--- src/rtl/spi_stop_pkg.sv ---
package spi_stop_pkg;

    typedef enum logic [1:0] {
        ST_IDLE = 2'd0,
        ST_LEAD = 2'd1,
        ST_HIGH = 2'd2,
        ST_LOW  = 2'd3
    } spi_state_e;

endpackage

--- src/rtl/spi_div_calc.sv ---
// Turns a divider value into high and low phase lengths of the serial clock.
module spi_div_calc #(
    parameter int DIV_W = 8
) (
    input  logic [DIV_W-1:0] div_val,
    output logic [DIV_W-1:0] hi_len,
    output logic [DIV_W-1:0] lo_len
);

    logic [DIV_W-1:0] eff;
    logic [DIV_W-1:0] half;

    always_comb begin
        // a zero divider cannot split one cycle in two; run it as one
        eff  = (div_val == '0) ? DIV_W'(1) : div_val;
        half = eff >> 1;
        // high phase is always the larger (or equal) half
        hi_len = half + DIV_W'(1);
        lo_len = eff[0] ? (half + DIV_W'(1)) : half;
    end

endmodule

--- src/rtl/spi_ctrl.sv ---
// Sequencer: select lead-in, high/low phase timing, bit count.
module spi_ctrl
    import spi_stop_pkg::*;
#(
    parameter int WORD_W = 8,
    parameter int DIV_W  = 8
) (
    input  logic             clk,
    input  logic             rst_n,
    input  logic             start,
    input  logic [DIV_W-1:0] div_in,
    input  logic [DIV_W-1:0] hi_len,
    input  logic [DIV_W-1:0] lo_len,
    output logic [DIV_W-1:0] div_sel,
    output logic             load,
    output logic             launch,
    output logic             sample,
    output logic             finish,
    output logic             busy,
    output logic             done,
    output logic             sclk,
    output logic             sen_n,
    output logic             oe
);

    localparam int BW = (WORD_W > 1) ? $clog2(WORD_W) : 1;
    localparam logic [BW-1:0] BITS_LAST = BW'(WORD_W - 1);

    typedef struct packed {
        spi_state_e       state;
        logic [DIV_W-1:0] cnt;
        logic [BW-1:0]    bits;
        logic [DIV_W-1:0] div;
        logic             sclk;
        logic             sen_n;
        logic             oe;
        logic             done;
    } ctrl_regs_t;

    ctrl_regs_t reg_d, reg_q;

    // while idle, timing follows the live input so the lead-in can be loaded
    assign div_sel = (reg_q.state == ST_IDLE) ? div_in : reg_q.div;

    always_comb begin
        reg_d      = reg_q;
        reg_d.done = 1'b0;
        load       = 1'b0;
        launch     = 1'b0;
        sample     = 1'b0;
        finish     = 1'b0;
        unique case (reg_q.state)
            ST_IDLE: begin
                if (start) begin
                    reg_d.state = ST_LEAD;
                    reg_d.div   = div_in;
                    reg_d.cnt   = lo_len - DIV_W'(1);
                    reg_d.bits  = BITS_LAST;
                    reg_d.sen_n = 1'b0;
                    load        = 1'b1;
                end
            end
            ST_LEAD: begin
                if (reg_q.cnt == '0) begin
                    reg_d.state = ST_HIGH;
                    reg_d.sclk  = 1'b1;
                    reg_d.oe    = 1'b1;
                    reg_d.cnt   = hi_len - DIV_W'(1);
                    launch      = 1'b1;
                end else begin
                    reg_d.cnt = reg_q.cnt - DIV_W'(1);
                end
            end
            ST_HIGH: begin
                if (reg_q.cnt == '0) begin
                    reg_d.state = ST_LOW;
                    reg_d.sclk  = 1'b0;
                    reg_d.cnt   = lo_len - DIV_W'(1);
                    sample      = 1'b1;
                end else begin
                    reg_d.cnt = reg_q.cnt - DIV_W'(1);
                end
            end
            ST_LOW: begin
                if (reg_q.cnt == '0) begin
                    if (reg_q.bits == '0) begin
                        reg_d.state = ST_IDLE;
                        reg_d.sen_n = 1'b1;
                        reg_d.oe    = 1'b0;
                        reg_d.done  = 1'b1;
                        finish      = 1'b1;
                    end else begin
                        reg_d.state = ST_HIGH;
                        reg_d.bits  = reg_q.bits - BW'(1);
                        reg_d.sclk  = 1'b1;
                        reg_d.cnt   = hi_len - DIV_W'(1);
                        launch      = 1'b1;
                    end
                end else begin
                    reg_d.cnt = reg_q.cnt - DIV_W'(1);
                end
            end
            default: reg_d.state = ST_IDLE;
        endcase
    end

    always_ff @(posedge clk or negedge rst_n) begin
        if (!rst_n) begin
            reg_q       <= '0;
            reg_q.state <= ST_IDLE;
            reg_q.sen_n <= 1'b1;
        end else begin
            reg_q <= reg_d;
        end
    end

    assign busy  = (reg_q.state != ST_IDLE);
    assign done  = reg_q.done;
    assign sclk  = reg_q.sclk;
    assign sen_n = reg_q.sen_n;
    assign oe    = reg_q.oe;

    AST_IDLE_CLOCK_LOW: assert property (@(posedge clk) disable iff (!rst_n)
        reg_q.sen_n |-> !reg_q.sclk);

    AST_OE_IN_WINDOW: assert property (@(posedge clk) disable iff (!rst_n)
        reg_q.oe |-> !reg_q.sen_n);

    AST_DONE_SINGLE: assert property (@(posedge clk) disable iff (!rst_n)
        reg_q.done |=> !reg_q.done);

    AST_DONE_RELEASED: assert property (@(posedge clk) disable iff (!rst_n)
        reg_q.done |-> (reg_q.sen_n && !reg_q.oe && !busy));

    AST_DIV_FROZEN: assert property (@(posedge clk) disable iff (!rst_n)
        (reg_q.state != ST_IDLE) |=> $stable(reg_q.div));

    AST_DUTY_SPLIT: assert property (@(posedge clk) disable iff (!rst_n)
        (reg_q.state == ST_LEAD) |->
            ((hi_len >= lo_len) && ((hi_len - lo_len) <= DIV_W'(1))));

endmodule

--- src/rtl/spi_shifter.sv ---
// Transmit and receive shift registers plus the received-word holding register.
module spi_shifter #(
    parameter int WORD_W = 8
) (
    input  logic              clk,
    input  logic              rst_n,
    input  logic              load,
    input  logic              launch,
    input  logic              sample,
    input  logic              finish,
    input  logic [WORD_W-1:0] tx_word,
    input  logic              sdi,
    output logic              sdo,
    output logic [WORD_W-1:0] rx_word
);

    typedef struct packed {
        logic [WORD_W-1:0] tx;
        logic [WORD_W-1:0] rx;
        logic [WORD_W-1:0] rx_out;
        logic              sdo;
    } shf_regs_t;

    shf_regs_t reg_d, reg_q;

    always_comb begin
        reg_d = reg_q;
        if (load) begin
            reg_d.tx  = tx_word;
            reg_d.rx  = '0;
            reg_d.sdo = 1'b0;
        end
        if (launch) begin
            reg_d.sdo = reg_q.tx[WORD_W-1];
            reg_d.tx  = {reg_q.tx[WORD_W-2:0], 1'b0};
        end
        if (sample) begin
            reg_d.rx = {reg_q.rx[WORD_W-2:0], sdi};
        end
        if (finish) begin
            reg_d.rx_out = reg_q.rx;
            reg_d.sdo    = 1'b0;
        end
    end

    always_ff @(posedge clk or negedge rst_n) begin
        if (!rst_n) begin
            reg_q <= '0;
        end else begin
            reg_q <= reg_d;
        end
    end

    assign sdo     = reg_q.sdo;
    assign rx_word = reg_q.rx_out;

    AST_SDO_ONLY_ON_LAUNCH: assert property (@(posedge clk) disable iff (!rst_n)
        (!launch && !load && !finish) |=> $stable(reg_q.sdo));

    AST_RX_ONLY_ON_FINISH: assert property (@(posedge clk) disable iff (!rst_n)
        !finish |=> $stable(reg_q.rx_out));

endmodule

--- src/rtl/spi_stop_master.sv ---
// Top level: SPI master with programmable serial clock divider, clock parked low between words.
module spi_stop_master #(
    parameter int WORD_W = 8,
    parameter int DIV_W  = 8
) (
    input  logic              clk,
    input  logic              rst_n,
    input  logic              start,
    input  logic [DIV_W-1:0]  div,
    input  logic [WORD_W-1:0] tx_word,
    output logic              busy,
    output logic              done,
    output logic [WORD_W-1:0] rx_word,
    output logic              sclk,
    output logic              sen_n,
    output logic              sdo,
    output logic              sdo_oe,
    input  logic              sdi
);

    logic [DIV_W-1:0] div_sel;
    logic [DIV_W-1:0] hi_len;
    logic [DIV_W-1:0] lo_len;
    logic             load, launch, sample, finish;

    spi_div_calc #(.DIV_W(DIV_W)) u_calc (
        .div_val (div_sel),
        .hi_len  (hi_len),
        .lo_len  (lo_len)
    );

    spi_ctrl #(.WORD_W(WORD_W), .DIV_W(DIV_W)) u_ctrl (
        .clk     (clk),
        .rst_n   (rst_n),
        .start   (start),
        .div_in  (div),
        .hi_len  (hi_len),
        .lo_len  (lo_len),
        .div_sel (div_sel),
        .load    (load),
        .launch  (launch),
        .sample  (sample),
        .finish  (finish),
        .busy    (busy),
        .done    (done),
        .sclk    (sclk),
        .sen_n   (sen_n),
        .oe      (sdo_oe)
    );

    spi_shifter #(.WORD_W(WORD_W)) u_shift (
        .clk     (clk),
        .rst_n   (rst_n),
        .load    (load),
        .launch  (launch),
        .sample  (sample),
        .finish  (finish),
        .tx_word (tx_word),
        .sdi     (sdi),
        .sdo     (sdo),
        .rx_word (rx_word)
    );

endmodule

--- config.mk ---
export PLATFORM = sky130hd
export DESIGN_NAME = spi_stop_master
export DESIGN_NICKNAME = d
export VERILOG_FILES = /design/src/rtl/spi_stop_pkg.sv /design/src/rtl/spi_div_calc.sv /design/src/rtl/spi_ctrl.sv /design/src/rtl/spi_shifter.sv /design/src/rtl/spi_stop_master.sv
export SDC_FILE = /design/constraint.sdc
export NUM_CORES = 1
export LEC_CHECK = 0
export BUFFER_PORTS_ARGS = -buffer_cell sky130_fd_sc_hd__buf_2
export CAP_MARGIN = 15
export CORE_ASPECT_RATIO = 1.75
export CORE_MARGIN = 10
export CORE_UTILIZATION = 55
export CTS_CLUSTER_DIAMETER = 100
export DETAILED_ROUTE_END_ITERATION = 8
export GPL_TIMING_DRIVEN = 0
export PLACE_DENSITY = 0.75
export SLEW_MARGIN = 20
export SYNTH_ARGS = -nofsm -noshare
export SYNTH_HDL_FRONTEND = slang
export SYNTH_SLANG_ARGS = --single-unit
export TNS_END_PERCENT = 100
--- constraint.sdc ---
create_clock -name clk -period 3.95 [get_ports clk]
set_input_delay 0.395 -clock clk [delete_from_list [all_inputs] [get_ports clk]]
set_output_delay 0.395 -clock clk [all_outputs]
set_load 0.05 [all_outputs]
==> metrics.md, run 1 <==
| Metric | Value |
|---|---|
| Port bufs | `33` |
| Antenna diodes | `0` |
| Crit-path slowest cell | `a211oi_1` |
| Die area | `10000 µm²` |
| Worst slack, placed | `-77.3 ps` |
| Die width | `80.1 µm` |
| Drt total wl | `around 10000 µm` |
| Most frequent cell after synthesis | `nand2_1` |
| Mean Syn Cell Area | `around 8 µm²` |
| Layout Nets | `495` |
| Initial DRT Pass Iterations | `4` |
| Period minus WS final | `3640 ps` |
| Rows | `38` |
| Worst Path Buf+Inv | `4` |
| Clk Latency, worst-skew pair | `approximately 320 ps` |
| Worst hold path type | `in -> async` |
| Synthesized Nets | `455` |
| Synth area leaders | `dfrtp_1 35%, nand2_1 12%, xnor2_1 3.3%` |
| Skew final | `7.09 ps` |
| # DRC | `0` |
| Iter 0 DRT Violations | `301` |
| CTS Sinks | `50` |
| Starting Density | `a little under three fifths` |
| Routed len/inst | `around 18 µm` |
| Largest family of logic cells by synthesized area | `simple AND/OR/NAND/NOR gates` |
| Ys Warns | `0` |
| Synth area leader | `dfrtp_1` |
| GR Overflow Total | `0` |
| Core area | `6180 µm²` |
| Post-synthesis xor/xnor area fraction | `4.03%` |
| Count of pins over their slew limit | `0` |
| TritonCTS clock tree | `built` |
| Worst Max-Slew Pin Slew | `roughly 930 ps` |
| Sequential cell area fraction in the yosys report | `between 30 and 40%` |
| RD Place Congestion | `0.964` |
| Area of the mapped netlist | `3480 µm²` |
| Period utilisation layout | `92.0%` |
| Max-capacitance violation count | `0` |
| CTS buffer count | `5` |
| Pwr/cell area | `869 nW/µm²` |
| Reg2reg setup slack | `310 ps` |
| H-tree Lvls | `2` |
| Layout overhead on the synthesized area | `11.3%` |
| Max VDD drop | `around 0.5 mV` |
| Final setup viols | `0` |
| Mux cell area share after synthesis | `about 2%` |
| DRT antenna net count | `0` |
| Top-area cell type share of the netlist area | `35.3%` |
| Setup TNS | `0 ps` |
| WS Path Type | `reg -> reg` |
| Post-synth EDFFs | `0` |
| WP data required | `4170 ps` |
| Final Hold Fails | `0` |
| Final Power | `~3.4 mW` |
| Pleak | `between 1.5 and 2 nW` |
| CP peak stage delay | `between 400 and 500 ps` |
| Via/cell ratio | `just over 6` |
| Clk buf depth | `2` |
| Cell chosen for the clock root | `clkbuf_8` |
| Synth cell count leaders | `110 x nand2_1, 49 x dfrtp_1, 21 x a21oi_1` |
| Final setup margin | `314 ps` |
| Largest net degree at the start of global routing | `51` |
| CP Launch Type | `register` |
| First-pass GRT wire length | `16500 µm` |
| Initial antenna violation count | `0` |
| HPWL after DPL | `7750 µm` |
| Vias in the first global route | `3454` |
| Ports | `34` |
| Status | `completed` |
| CTS clk-pin slew, worst paths | `roughly 100 ps` |
| Share of layout cells above drive strength 1 | `a little over an eighth` |
| Post-synth cell types | `63` |
| RSZ-0062 raised after global routing | `false` |
| CP Max Fanout | `9` |
| Post-Synth Simple-Gate Area | `25.5%` |
| Vias | `3346` |
| Post-Synthesis Cells | `429` |
| Most common flop cell mapped by yosys | `dfrtp_1` |
| Critical path arrival | `around 3900 ps` |
| Fmax | `0.275 GHz` |
| GRT Overall Usage | `between 20% and 30%` |
| CP cell instances | `buf_2 > or3b_1 > and2_1 > clkbuf_1 > inv_1 > ha_1 > inv_1 > a21o_1 > a211o_1 > a211oi_1 > o211ai_1 > xor2_1 > a211o_1` |
| Max transition margin | `37.3%` |
| Synth Area in Adders | `2.16%` |
| Delay-heaviest family, CP | `compound AO/OA/AOI/OAI gates` |
| Compound-Gate Fraction of Synth Area | `about 24%` |
| Async SR Flop Fraction | `100%` |
| Setup crit end kind | `register` |
| Seq cells post-synth | `50` |
| DIE HEIGHT | `125 µm` |
[cells by family (layout without fill, tap and decap cells)]
kind of cell / after synthesis / in the layout
xor+xnor: 16 / 16
mux: 7 / 7
flops: 50 / 50
compound gates: 120 / 120
fa+ha+maj: 6 / 6
simple gates: 189 / 189
buf+inv: 41 / 82
[registers in the layout, summed over array words and instances, names as in the netlist]
signal           count
u_ctrl.reg_q        21
u_shift.reg_q       16
u_ctrl.sen_n         1
u_shift.rx_word      8
u_ctrl.done          1
u_ctrl.oe            1
u_ctrl.sclk          1
u_shift.sdo          1
[cell type report]
cell class                 count  area (µm²)
fill                         583        2310
inverter                      10        37.5
clock buffer                   5        68.8
sequential                    50        1250
timing repair buffer          33         168
tap                           80         100
clock inverter                 3        48.8
multi-input combinational    338        2030
buffer                        31         165
[worst reg2reg max path, cell delays in order, from the launching register on]
cell,delay [ps]
dfrtp_1,380
buf_2,190
or3b_1,420
and2_1,160
clkbuf_1,150
inv_1,100
ha_1,300
inv_1,210
a21o_1,230
a211o_1,280
a211oi_1,470
o211ai_1,180
xor2_1,170
a211o_1,300
[final timing paths]
check,startpoint,endpoint,cells past startpoint
max,u_ctrl.reg_q[23],u_ctrl.reg_q[22],13
min,rst_n,u_ctrl.reg_q[20],1
max reg2reg,u_ctrl.reg_q[23],u_ctrl.reg_q[22],13
min reg2reg,u_shift.rx_word[2],u_shift.rx_word[2],2
max in group asynchronous,rst_n,u_shift.reg_q[22],1
min in group clk,sdi,u_shift.reg_q[9],3
[per-layer routing]
metal  vias up  track usage (%)  wire [µm]
met5         -                0          0
met4         0             15.9        641
met3        36             4.16        424
met2        93             35.3       5400
met1      1582             20.4       3570
li1       1635                -          -
[power by group]
part           internal (mW)  total [mW]  switching [mW]
Clock                  0.193       0.389           0.196
Sequential             0.716       0.884           0.168
Combinational          0.785        2.09            1.31
Total                   1.69        3.36            1.67
[cell usage in the layout, fill, tap and decap left out, types with 5 or more instances in the layout]
master,netlist,routed
nand3_1,16,16
ha_1,6,6
nor2_1,17,16
and2_1,6,6
or4_1,5,5
buf_4,8,9
o21ai_1,11,11
inv_1,9,9
a21oi_1,21,21
mux2i_1,7,7
o31ai_1,8,8
dfrtp_1,49,49
clkbuf_1,18,17
a211oi_1,9,9
o211ai_1,8,8
xnor2_1,13,13
a22oi_1,7,7
nand4_1,7,7
nand2_1,110,110
a21o_1,5,5
o21ai_0,9,9
clkbuf_8,0,5
o21a_1,7,7
buf_2,2,34
[repair_timing]
item                                    CTS  global route
endpoints found under the setup margin    2             5
gates resized for setup                   1             3
hold buffers                              0             0
buffers inserted                          0             0
pin swaps                                 0             0
[per-stage QoR]
step	area (µm²)	std cells	util, %	hold WS (ps)
after global routing	3870	550	62.7	134
final	3870	550	62.7	80.3
after CTS	3870	550	62.6	109
after global placement	3740	542	60.6	458
after floorplan	3480	429	-	99.4
after detailed placement	3750	542	60.6	459
No activity file was read; power rests on OpenSTA's default activity.
==> run 2, diff against run 1 <==
Clock period 3.95 ns to 3.5 ns, I/O delays scaled along.
==> metrics.md, run 2 (synthesized netlist as in run 1, its figures left out) <==
| Metric | Value |
|---|---|
| Via/cell ratio | `6.10 (+0.32%)` |
| Layout overhead on the synthesized area | `13.1%` |
| Reg2reg setup slack | `180 ps (-140 ps)` |
| Vias | `3381 (+1.0%)` |
| Initial antenna violation count | `0 (unchanged)` |
| WP data required | `3700 ps (-470 ps)` |
| TritonCTS clock tree | `built` |
| Clk buf depth | `2 (unchanged)` |
| Share of layout cells above drive strength 1 | `15.6% (+2.0 points)` |
| Vias in the first global route | `3456 (+0.058%)` |
| Flop pwr share | `25.9% (-0.4 points)` |
| HPWL after DPL | `7750 µm (unchanged)` |
| Final core utilization | `63.6% (+0.97 points)` |
| Critical R2R Capture | `u_ctrl.reg_q[20]` |
| RSZ-0062 raised after global routing | `false` |
| Rows | `38 (unchanged)` |
| First-pass GRT wire length | `16500 µm (+0.12%)` |
| DIE HEIGHT | `125 µm (unchanged)` |
| Max reg flops | `21 (unchanged)` |
| DRT antenna net count | `0 (unchanged)` |
| Pwr/cell area | `983 nW/µm² (+13%)` |
| DP Cell Count | `542 (unchanged)` |
| Period minus WS final | `3320 ps (-311 ps)` |
| Starting Density | `56.3% (unchanged)` |
| Setup crit end kind | `register` |
| Final setup viols | `0 (unchanged)` |
| Period utilisation layout | `95.0% (+3.0 points)` |
| Skew final | `6.56 ps (-0.531 ps)` |
| Fin cells | `554 (+0.73%)` |
| Final Power | `3.87 mW (+15%)` |
| Drt total wl | `10100 µm (+0.46%)` |
| Ports | `34 (unchanged)` |
| Worst hold path type | `in -> async` |
| Worst R2R Path Depth | `13 (unchanged)` |
| Worst slack, placed | `-527 ps (-450 ps)` |
| Cell-internal power | `1.96 mW (+16%)` |
| WS Path Type | `reg -> reg` |
| CTS clk-pin slew, worst paths | `100 ps (about the same)` |
| Psw | `1.90 mW (+14%)` |
| Core area | `6180 µm² (unchanged)` |
| CTS buffer count | `5 (unchanged)` |
| # DRC | `0 (unchanged)` |
| Worst Max-Slew Pin Slew | `852 ps (-76.4 ps)` |
| Layout Nets | `499 (+0.81%)` |
| Clk Latency, worst-skew pair | `320 ps (about the same)` |
| Clk pwr share | `11.4% (-0.2 points)` |
| Largest net degree at the start of global routing | `51 (unchanged)` |
| # fillers | `571 (-2.1%)` |
| Critical path arrival | `3520 ps (-330 ps)` |
| Max transition margin | `42.4% (+5.2 points)` |
| Pleak | `1.77 nW (+0.90%)` |
| Commonest cells after routing, fill and taps aside | `110 x nand2_1, 49 x dfrtp_1, 34 x buf_2, 20 x a21oi_1, 17 x clkbuf_1` |
| H-tree Lvls | `2 (unchanged)` |
| Die width | `80.1 µm (unchanged)` |
| Commonest non-fill, non-tap cell in the layout | `nand2_1` |
| Iter 0 DRT Violations | `267 (-11%)` |
| Status | `completed` |
| Max-capacitance violation count | `0 (unchanged)` |
| RD Place Congestion | `0.964 (unchanged)` |
| Largest Register | `u_ctrl.reg_q` |
| Fmax | `0.301 GHz (+9.3%)` |
| Comb pwr share | `62.7% (+0.6 points)` |
| Final setup margin | `175 ps (-139 ps)` |
| Final Hold Slack | `33.5 ps (-46.8 ps)` |
| Max VDD drop | `0.564 mV (+15%)` |
| Antenna diodes | `0 (unchanged)` |
| CP Max Fanout | `9 (unchanged)` |
| CTS Sinks | `50 (unchanged)` |
| CP Launch Type | `register` |
| Count of pins over their slew limit | `0 (unchanged)` |
| Hold-fix buffers at CTS | `0 (unchanged)` |
| GRT Overall Usage | `20.5% (about the same)` |
| Final Hold Fails | `0 (unchanged)` |
| Die area | `10000 µm² (unchanged)` |
| Reg2reg start | `u_ctrl.reg_q[23]` |
| Worst setup path startpoint | `u_ctrl.reg_q[23]` |
| Initial DRT Pass Iterations | `5 (+1)` |
| Routed len/inst | `18.2 µm (-0.27%)` |
| Switching part of the total power | `49.2% (-0.44 points)` |
| GR Overflow Total | `0 (unchanged)` |
| Cell chosen for the clock root | `clkbuf_8` |
| Port bufs | `33 (unchanged)` |
## run 2: stage by stage
step | area (µm²) | setup TNS, ps
after floorplan | 3480 | 0
after global placement | 3740 | -1650
after detailed placement | 3750 | -1860
after CTS | 3880 | 0
after global routing | 3930 | 0
final | 3930 | 0
## run 2: area by class of cell
| cell class | count | area [µm²] | share of cell area [%] |
|---|---|---|---|
| timing repair buffer | 37 | 198 | 5.03 |
| multi-input combinational | 338 | 2060 | 52.3 |
| buffer | 31 | 168 | 4.26 |
| tap | 80 | 100 | 2.55 |
| clock inverter | 3 | 48.8 | 1.24 |
| inverter | 10 | 41.3 | 1.05 |
| clock buffer | 5 | 68.8 | 1.75 |
| sequential | 50 | 1250 | 31.8 |
## run 2: worst max-delay path by stage
stage | endpoint | slack [ps]
after floorplan | u_ctrl.reg_q[22] | 320
after CTS | u_ctrl.reg_q[18] | 30
after global routing | u_ctrl.reg_q[20] | 10
after global placement | u_ctrl.reg_q[22] | -490
final | u_ctrl.reg_q[20] | 180
after detailed placement | u_ctrl.reg_q[22] | -530
## run 2: power by group through the flow
stage	sequential (mW)	clock (mW)	combinational [mW]
2_1_floorplan	1.03	0	1.72
3_3_place_gp	0.995	0	2.27
3_5_place_dp	1.00	0	2.31
4_1_cts	0.993	0.446	2.35
5_1_grt	1.03	0.465	2.69
6_report	1.00	0.441	2.42
## run 2: what timing repair did
action / 4_1_cts / 5_1_grt
resized for setup: 5 / 7
setup buffers: 0 / 4
endpoints found under the setup margin: 5 / 5
## run 2: critical path: stages, from the launching register on
cell and delay, ps:
dfrtp_1 380, buf_2 180, or3b_4 410, and2_1 140
clkbuf_1 160, inv_2 110, ha_4 190, clkinvlp_4 130
a21o_1 200, a211o_1 290, a211o_1 350, or4_1 400
nand4_1 130, a32oi_1 130
## run 2: routing by layer
metal	up-vias	part of all wire, %	GRT usage [%]	wire length, µm
met5	-	0	0	0
met1	1593	35	20.5	3490
met4	0	6.7	15.8	678
li1	1638	-	-	-
met2	109	54	35.3	5420
met3	41	5.0	4.09	508
